==> src/rtl/ca_pkg.sv <==
package ca_pkg;

  // Strobes handed from the alignment control to the datapath each bit clock.
  typedef struct packed {
    logic emit;      // present the window as a completed word this edge
    logic restart;   // start a new word with the next bit (boundary moves)
    logic commaHit;  // the word being presented begins with a comma
  } alignCmd_t;

endpackage

==> src/rtl/ca_datapath.sv <==
module ca_datapath
  import ca_pkg::*;
#(
  parameter int WORD_W  = 10,
  parameter int PHASE_W = 4
) (
  input  logic              clk,
  input  logic              rstN,
  input  logic              serIn,
  input  alignCmd_t         cmd,
  output logic [WORD_W-1:0] winNext,
  output logic [PHASE_W-1:0] phase,
  output logic [WORD_W-1:0] word,
  output logic              wordValid,
  output logic              syncFlag
);

  localparam logic [PHASE_W-1:0] LAST_PHASE = PHASE_W'(WORD_W - 1);

  logic [WORD_W-1:0] win;

  // Newest bit enters at the top, so the oldest bit ends at position 0.
  assign winNext = {serIn, win[WORD_W-1:1]};

  always_ff @(posedge clk) begin
    if (!rstN) begin
      win <= '0;
    end else begin
      win <= winNext;
    end
  end

  // Count of bits already taken into the current word.
  always_ff @(posedge clk) begin
    if (!rstN) begin
      phase <= '0;
    end else if (cmd.restart || (phase == LAST_PHASE)) begin
      phase <= '0;
    end else begin
      phase <= phase + 1'b1;
    end
  end

  always_ff @(posedge clk) begin
    if (!rstN) begin
      word      <= '0;
      wordValid <= 1'b0;
      syncFlag  <= 1'b0;
    end else begin
      wordValid <= cmd.emit;
      if (cmd.emit) begin
        word     <= winNext;
        syncFlag <= cmd.commaHit;
      end
    end
  end

endmodule

==> src/rtl/ca_control.sv <==
module ca_control
  import ca_pkg::*;
#(
  parameter int                 WORD_W    = 10,
  parameter int                 PHASE_W   = 4,
  parameter int                 COMMA_W   = 7,
  parameter logic [COMMA_W-1:0] COMMA_PAT = 7'b1111100
) (
  input  logic               clk,
  input  logic               rstN,
  input  logic               syncEn,
  input  logic [COMMA_W-1:0] commaWin,
  input  logic [PHASE_W-1:0] phase,
  output alignCmd_t          cmd,
  output logic               realignReq,
  output logic [PHASE_W-1:0] realignOffset
);

  localparam int SUM_W = PHASE_W + 1;
  localparam logic [PHASE_W-1:0] LAST_PHASE = PHASE_W'(WORD_W - 1);
  localparam logic [SUM_W-1:0]   WORD_SUM   = SUM_W'(WORD_W);

  logic [COMMA_W-1:0] bitHit;
  logic               match;
  logic               atBoundary;
  logic [SUM_W-1:0]   sumRaw;
  logic [SUM_W-1:0]   sumWrap;

  for (genvar i = 0; i < COMMA_W; i++) begin : g_cmp
    assign bitHit[i] = (commaWin[i] == COMMA_PAT[i]);
  end

  assign match      = syncEn && (&bitHit);
  assign atBoundary = (phase == LAST_PHASE);

  always_comb begin
    cmd.emit     = atBoundary;
    cmd.commaHit = match && atBoundary;
    cmd.restart  = match && !atBoundary;
  end

  // New offset = old offset + bits of the dropped partial word, modulo the word size.
  assign sumRaw  = {1'b0, realignOffset} + {1'b0, phase} + SUM_W'(1);
  assign sumWrap = (sumRaw >= WORD_SUM) ? (sumRaw - WORD_SUM) : sumRaw;

  always_ff @(posedge clk) begin
    if (!rstN) begin
      realignReq    <= 1'b0;
      realignOffset <= '0;
    end else begin
      realignReq <= cmd.restart;
      if (cmd.restart) begin
        realignOffset <= sumWrap[PHASE_W-1:0];
      end
    end
  end

endmodule

==> src/rtl/comma_aligner.sv <==
module comma_aligner
  import ca_pkg::*;
#(
  parameter int                 WORD_W    = 10,
  parameter int                 COMMA_W   = 7,
  parameter logic [COMMA_W-1:0] COMMA_PAT = 7'b1111100,
  localparam int                PHASE_W   = $clog2(WORD_W)
) (
  input  logic               clk,
  input  logic               rstN,
  input  logic               serIn,
  input  logic               syncEn,
  output logic [WORD_W-1:0]  word,
  output logic               wordValid,
  output logic               syncFlag,
  output logic               realignReq,
  output logic [PHASE_W-1:0] realignOffset
);

  alignCmd_t          cmd;
  logic [WORD_W-1:0]  winNext;
  logic [PHASE_W-1:0] phase;

  ca_datapath #(
    .WORD_W (WORD_W),
    .PHASE_W(PHASE_W)
  ) u_datapath (
    .clk      (clk),
    .rstN     (rstN),
    .serIn    (serIn),
    .cmd      (cmd),
    .winNext  (winNext),
    .phase    (phase),
    .word     (word),
    .wordValid(wordValid),
    .syncFlag (syncFlag)
  );

  ca_control #(
    .WORD_W   (WORD_W),
    .PHASE_W  (PHASE_W),
    .COMMA_W  (COMMA_W),
    .COMMA_PAT(COMMA_PAT)
  ) u_control (
    .clk          (clk),
    .rstN         (rstN),
    .syncEn       (syncEn),
    .commaWin     (winNext[COMMA_W-1:0]),
    .phase        (phase),
    .cmd          (cmd),
    .realignReq   (realignReq),
    .realignOffset(realignOffset)
  );

endmodule

==> config.mk <==
export PLATFORM = sky130hd
export DESIGN_NAME = comma_aligner
export DESIGN_NICKNAME = d
export VERILOG_FILES = /design/src/rtl/ca_pkg.sv /design/src/rtl/ca_datapath.sv /design/src/rtl/ca_control.sv /design/src/rtl/comma_aligner.sv
export SDC_FILE = /design/constraint.sdc
export NUM_CORES = 1
export LEC_CHECK = 0
export ABC_CLOCK_PERIOD_IN_PS = 2100
export BUFFER_PORTS_ARGS = -buffer_cell sky130_fd_sc_hd__buf_2
export CORE_UTILIZATION = 30
export DETAILED_ROUTE_END_ITERATION = 12
export SETUP_SLACK_MARGIN = 0.1
export SYNTH_ARGS = -nofsm -noshare
export SYNTH_HDL_FRONTEND = slang
export SYNTH_SLANG_ARGS = --single-unit
==> constraint.sdc <==
create_clock -name clk -period 2.1 [get_ports clk]
set_input_delay 0.105 -clock clk [delete_from_list [all_inputs] [get_ports clk]]
set_output_delay 0.105 -clock clk [all_outputs]
set_load 0.05 [all_outputs]
==> results of run 1 <==
sequential cells by signal, summed over array words and instances, names as in the netlist:
name and cells:
u_datapath.syncFlag 1, u_datapath.phase 4, u_control.realignReq 1, u_datapath.wordValid 1, u_datapath.win 9, u_control.realignOffset 4
u_datapath.word 10
stage by stage:
stage | power (µW) | instances | instance area [µm²] | hold slack [ns]
after floorplan | 659 | 140 | 1340 | 0.227
after global placement | 676 | 207 | 1500 | 0.327
after detailed placement | 682 | 207 | 1500 | 0.337
after CTS | 1180 | 218 | 1630 | 0.0505
after global routing | 1230 | 220 | 1650 | 0.0468
final | 1170 | 220 | 1650 | 0.0537
cell type report:
class                   instances  area [µm²]  share of cell area, %
multi-input cells              97         694                   42.2
flip-flops and latches         30         608                   36.9
repair buffers                 28         160                   9.73
clock buffers                   6        82.6                   5.02
well taps                      50        62.6                   3.80
inverters                       7        26.3                   1.60
clock inverters                 2        12.5                  0.760
synthesized netlist by cell type:
| library cell | n | area share [%] |
|---|---|---|
| nor2_8 | 1 | 1.5 |
| o32ai_2 | 1 | 1.3 |
| nand3_1 | 3 | 1.2 |
| nand2_1 | 27 | 7.8 |
| ha_1 | 7 | 6.7 |
| a21o_1 | 1 | 0.58 |
| nor2_1 | 6 | 1.7 |
| a211oi_1 | 1 | 0.58 |
| nor2b_1 | 2 | 0.96 |
| a31oi_1 | 2 | 0.96 |
| xor2_1 | 1 | 0.67 |
| inv_1 | 7 | 2.0 |
| nor3_1 | 1 | 0.38 |
| fa_1 | 1 | 1.5 |
| or2_1 | 1 | 0.48 |
| or4_4 | 1 | 0.87 |
| buf_2 | 1 | 0.38 |
| o311a_1 | 1 | 0.77 |
| o21ai_1 | 4 | 1.5 |
| o21a_1 | 2 | 1.2 |
| o21ai_0 | 2 | 0.77 |
| nand2b_1 | 2 | 0.96 |
| a311oi_1 | 1 | 0.67 |
| nand4_1 | 1 | 0.48 |
| o211a_1 | 1 | 0.77 |
| xnor2_1 | 2 | 1.3 |
| a21bo_1 | 1 | 0.77 |
| and2_1 | 11 | 5.3 |
| a311oi_2 | 1 | 1.2 |
| o211ai_1 | 1 | 0.58 |
| nand3b_1 | 1 | 0.58 |
| clkbuf_1 | 5 | 1.4 |
| dfxtp_1 | 30 | 46 |
| a21boi_1 | 10 | 5.8 |
per-layer routing:
layer | vias up | track usage (%) | routed length, µm
li1 | 530 | - | -
met1 | 480 | 14.2 | 1150
met2 | 17 | 22.9 | 1250
met3 | 5 | 3.72 | 92
met4 | 0 | 7.55 | 48
met5 | - | 0 | 0
worst max-delay path by stage:
stage | depth (start not counted) | end | start
finish | 9 | u_control.realignOffset[1] | u_control.realignOffset[0]
global route | 9 | u_control.realignOffset[2] | u_control.realignOffset[0]
CTS | 9 | u_control.realignOffset[3] | u_control.realignOffset[0]
detailed placement | 10 | u_control.realignOffset[1] | u_datapath.phase[0]
global placement | 10 | u_control.realignOffset[1] | u_datapath.phase[0]
floorplan | 9 | u_control.realignOffset[3] | u_control.realignOffset[0]
cell families after synthesis:
logic type,count (synthesis),synth area share [%]
AND/OR/NAND/NOR,57,22.3
adder cells (fa/ha/maj),8,8.28
XOR/XNOR,3,2.02
buffers and inverters,13,3.85
AO/OA/AOI/OAI,29,17.3
flip-flops,30,46.2
power groups by stage:
stage	registers, µW	logic [µW]	clock network [µW]
after floorplan	594	64.4	0
after global placement	595	81.2	0
after detailed placement	595	86.8	0
after CTS	583	103	491
after global routing	584	119	527
final	583	106	477
worst max-delay path, stage by stage, from the launching register on:
cell	delay [ns]
dfxtp_4	0.34
inv_2	0.04
ha_4	0.15
fa_2	0.59
ha_4	0.16
o21ai_2	0.06
a311oi_2	0.23
buf_4	0.17
nand3b_1	0.08
a31oi_1	0.18
timing repair:
| action | CTS | global route |
|---|---|---|
| setup buffers | 3 | 2 |
| endpoints found under the setup margin | 3 | 3 |
| pin swaps | 5 | 2 |
| gates resized for setup | 5 | 0 |
==> impl_metrics.toml, run 1 <==
[layout]
area_delta_synth_final_pct = 26.8
final_nets = 181
final_cell_mix = "27 x nand2_1, 26 x dfxtp_1, 20 x buf_2"
insertedDiodeCount = 0
drive_above_1_share_pct = 31.2
final_common_cell = "nand2_1"
final_core_util_pct = 40.3
fillers = 419

[drt]
final_antenna_net_count = 0
dr.pass1.iters = 4
drc = 0
wl_per_cell_um = 11.6
routed_via_density = 4.69
drtIter0Drc = 62
dr_total_vias = 1032
drt_wl_total_mm = 2.54

[power]
p_per_area_nw_per_um2 = 708
pwr-share-comb_pct = 9.1
clockPowerShare_pct = 40.9
p_sw_share_pct = 23.2
power.internal_uw = 896
power_frac_seq_pct = 50.0
p_sw_uw = 270
leakagePower_uw = 0.000688
vdd_drop_max_mv = 0.254

[timing]
fin_skew_ns = 0.00475
setup_ws_ns = 0.00751
slew_headroom_pct = 61.6
min_period_ns = 2.09
max_freq_mhz = 478
timing.final.crit_share_pct = 99.6
drv_slew = 0
setup_tns_ns = 0
tightest_slew_ns = 0.574
setup_viol = 0
rsz0062_at_grt = "true"
hold_viol_final = 0

[global_route]
grt_pass1_wl_mm = 4.33
grt_overflow = 0
grt_start_max_net_pins = 29
antenna_found_initial = 0
track_usage_pct = 13.2
grt_pass1_vias = 995

[worst_hold_path]
min-delay-start = "serIn"
min_path_type = "in2reg"
holdPathStages = 2
worstHoldEndpoint = "u_datapath.win[9]"

[floorplan]
initial_utilization_pct = 31.8
die_h_um = 67.8
pin_count = 21
die_w_um = 67.8
die_area_um2 = 4600
num_rows = 23
core_area_um2 = 4090

[clock_network]
clkLatencyLatePin_ns = 0.28
cts_num_sinks = 30
root_buffer = "clkbuf_8"
clk_pin_slew_ns = 0.06
cts_tree = "built"
cts_inserted_buffers = 5
hold_buffers = 0
clockBufferDepth = 2
htreeDepth = 2

[synthesis]
avgSynthCellArea_um2 = 9.28
synth_nets = 152
yosysSeqAreaShare_pct = 46.2
synth_seq_cells = 30
ys.warnings.count = 0
synth_cell_types = 34
syn_area_um2 = 1300
synthCells = 140

[critical_path]
critPathCaptureType = "register"
cp_data_arrival_time_ns = 2.29
cp_max_fo = 4
crit_type = "reg2reg"
r2r_start = "u_control.realignOffset[0]"
r2r_setup_slack_ns = 0.008
r2r_cells = 9
critPathLaunchType = "register"
r2r-end = "u_control.realignOffset[1]"
required_ns = 2.30

[run]
max_cap_viol_count = 0

[run_status]
outcome = "completed"

[placement]
io_buffers = 20
place_ws_ns = -0.0808
hpwlAfterDp_mm = 1.83
routabilityCongestion = 0.860
(Power assumes the default switching activity.)
==> run 2, diff against run 1 <==
SETUP_SLACK_MARGIN = 0.02   (was 0.1)
==> run 2 against run 1 <==
  * The run now ends with negative setup slack left
  * Clock power is essentially flat
  * Critical path depth rose by 2
  * Routed wire length is 0.55% higher
  * Non-clock buffer count fell by 1
==> impl_metrics.toml, run 2 (same netlist as run 1, synthesis figures left out) <==
[floorplan]
die_w_um = 67.8
core_area_um2 = 4090
die_area_um2 = 4600
initial_utilization_pct = 31.8
pin_count = 21
die_h_um = 67.8
num_rows = 23

[critical_path]
r2r_setup_slack_ns = -0.02
critPathLaunchType = "register"
r2r-end = "u_control.realignOffset[1]"
r2r_cells = 11
r2r_start = "u_control.realignOffset[0]"
critPathCaptureType = "register"
crit_type = "reg2reg"
cp_data_arrival_time_ns = 2.32
required_ns = 2.30
cp_max_fo = 5

[placement]
io_buffers = 20
placed_area_um2 = 1500
place_ws_ns = -0.0808
hpwlAfterDp_mm = 1.83
routabilityCongestion = 0.860

[timing]
setup_viol = 2
slew_headroom_pct = 61.6
fin_skew_ns = 0.00524
timing.final.crit_share_pct = 101
max_freq_mhz = 471
hold_slack_ns = 0.0537
drv_slew = 0
tightest_slew_ns = 0.574
rsz0062_at_grt = "true"
min_period_ns = 2.12
hold_viol_final = 0
setup_ws_ns = -0.0216

[run_status]
outcome = "finished with violations"
violations = "negative setup slack"

[global_route]
grt_pass1_wl_mm = 4.26
grt_pass1_vias = 983
antenna_found_initial = 0
track_usage_pct = 13.0
grt_overflow = 0
grt_start_max_net_pins = 29

[run]
max_cap_viol_count = 0

[drt]
wl_per_cell_um = 11.7
dr_total_vias = 1029
routed_via_density = 4.70
final_antenna_net_count = 0
dr.pass1.iters = 4
drt_wl_total_mm = 2.56
drc = 0
drtIter0Drc = 66

[clock_network]
cts_inserted_buffers = 5
cts_num_sinks = 30
clkLatencyLatePin_ns = 0.28
clk_pin_slew_ns = 0.07
hold_buffers = 0
cts_tree = "built"
root_buffer = "clkbuf_8"
htreeDepth = 2
clockBufferDepth = 2

[worst_hold_path]
holdPathStages = 2
worstHoldEndpoint = "u_datapath.win[9]"
min_path_type = "in2reg"
min-delay-start = "serIn"

[layout]
final_cell_mix = "27 x nand2_1, 26 x dfxtp_1, 20 x buf_2"
drive_above_1_share_pct = 30.8
design_area_um2 = 1640
multi_input_area_um2 = 694
fillers = 418
reg_top3 = "u_datapath.word (10), u_datapath.win (9)"
area_delta_synth_final_pct = 26.2
top_register = "u_datapath.word"
largest_register_ffs = 10
final_nets = 180
regArea_um2 = 608
insertedDiodeCount = 0
final_common_cell = "nand2_1"
final_core_util_pct = 40.1

[power]
leakagePower_uw = 0.000684
p_per_area_nw_per_um2 = 709
vdd_drop_max_mv = 0.254
run 2: cell count changes in the layout (fill, tap and decap cells not counted):
| cell | delta |
|---|---|
| buf_4 | -1 |
run 2: worst max path at each step:
stage	from	endpoint	depth (start not counted)
after floorplan	u_control.realignOffset[0]	u_control.realignOffset[3]	9
after global placement	u_datapath.phase[0]	u_control.realignOffset[1]	10
after detailed placement	u_datapath.phase[0]	u_control.realignOffset[1]	10
after CTS	u_control.realignOffset[0]	u_control.realignOffset[1]	9
after global routing	u_control.realignOffset[0]	u_control.realignOffset[2]	11
final	u_control.realignOffset[0]	u_control.realignOffset[1]	11
run 2: what timing repair did:
item                                    in CTS  in global routing
endpoints found under the setup margin       3                  3
resized for setup                            5                  0
pin swaps                                    3                  5
buffers inserted                             2                  2
run 2: where the power goes:
group / internal [µW] / leakage, µW / switching, µW
logic: 53.5 / 0.000392 / 48.1
clock network: 263 / 0.0000472 / 215
registers: 576 / 0.000245 / 6.71
total: 892 / 0.000684 / 270
run 2: area by class of cell:
cell class              count  share of cell area [%]
inverters                   7                    1.60
clock buffers               6                    5.04
multi-input cells          97                    42.4
flip-flops and latches     30                    37.1
repair buffers             27                    9.31
clock inverters             2                   0.763
well taps                  50                    3.82
run 2: stage by stage:
| step | TNS, ns | power, µW | cells |
|---|---|---|---|
| floorplan | -0.0879 | 659 | 140 |
| global placement | 0 | 676 | 207 |
| detailed placement | -0.149 | 682 | 207 |
| CTS | 0 | 1170 | 217 |
| global route | -0.263 | 1220 | 219 |
| finish | -0.0235 | 1160 | 219 |
run 2: layer usage:
layer  track usage, %  vias to the layer above  share of wire, %
li1                 -                      528                 -
met5                0                        -                 0
met2             22.5                       19                49
met3             3.72                        5               3.6
met1             14.0                      477                46
met4             7.55                        0               1.9
run 2: worst max-delay path: stages, from the launching register on:
cell and delay, ns:
dfxtp_4 0.34, inv_2 0.04, ha_4 0.16, fa_2 0.41, xnor2_2 0.17, inv_2 0.07, ha_4 0.18, o21ai_2 0.07
a311oi_2 0.11, buf_4 0.17, a21bo_1 0.17, a31oi_1 0.16
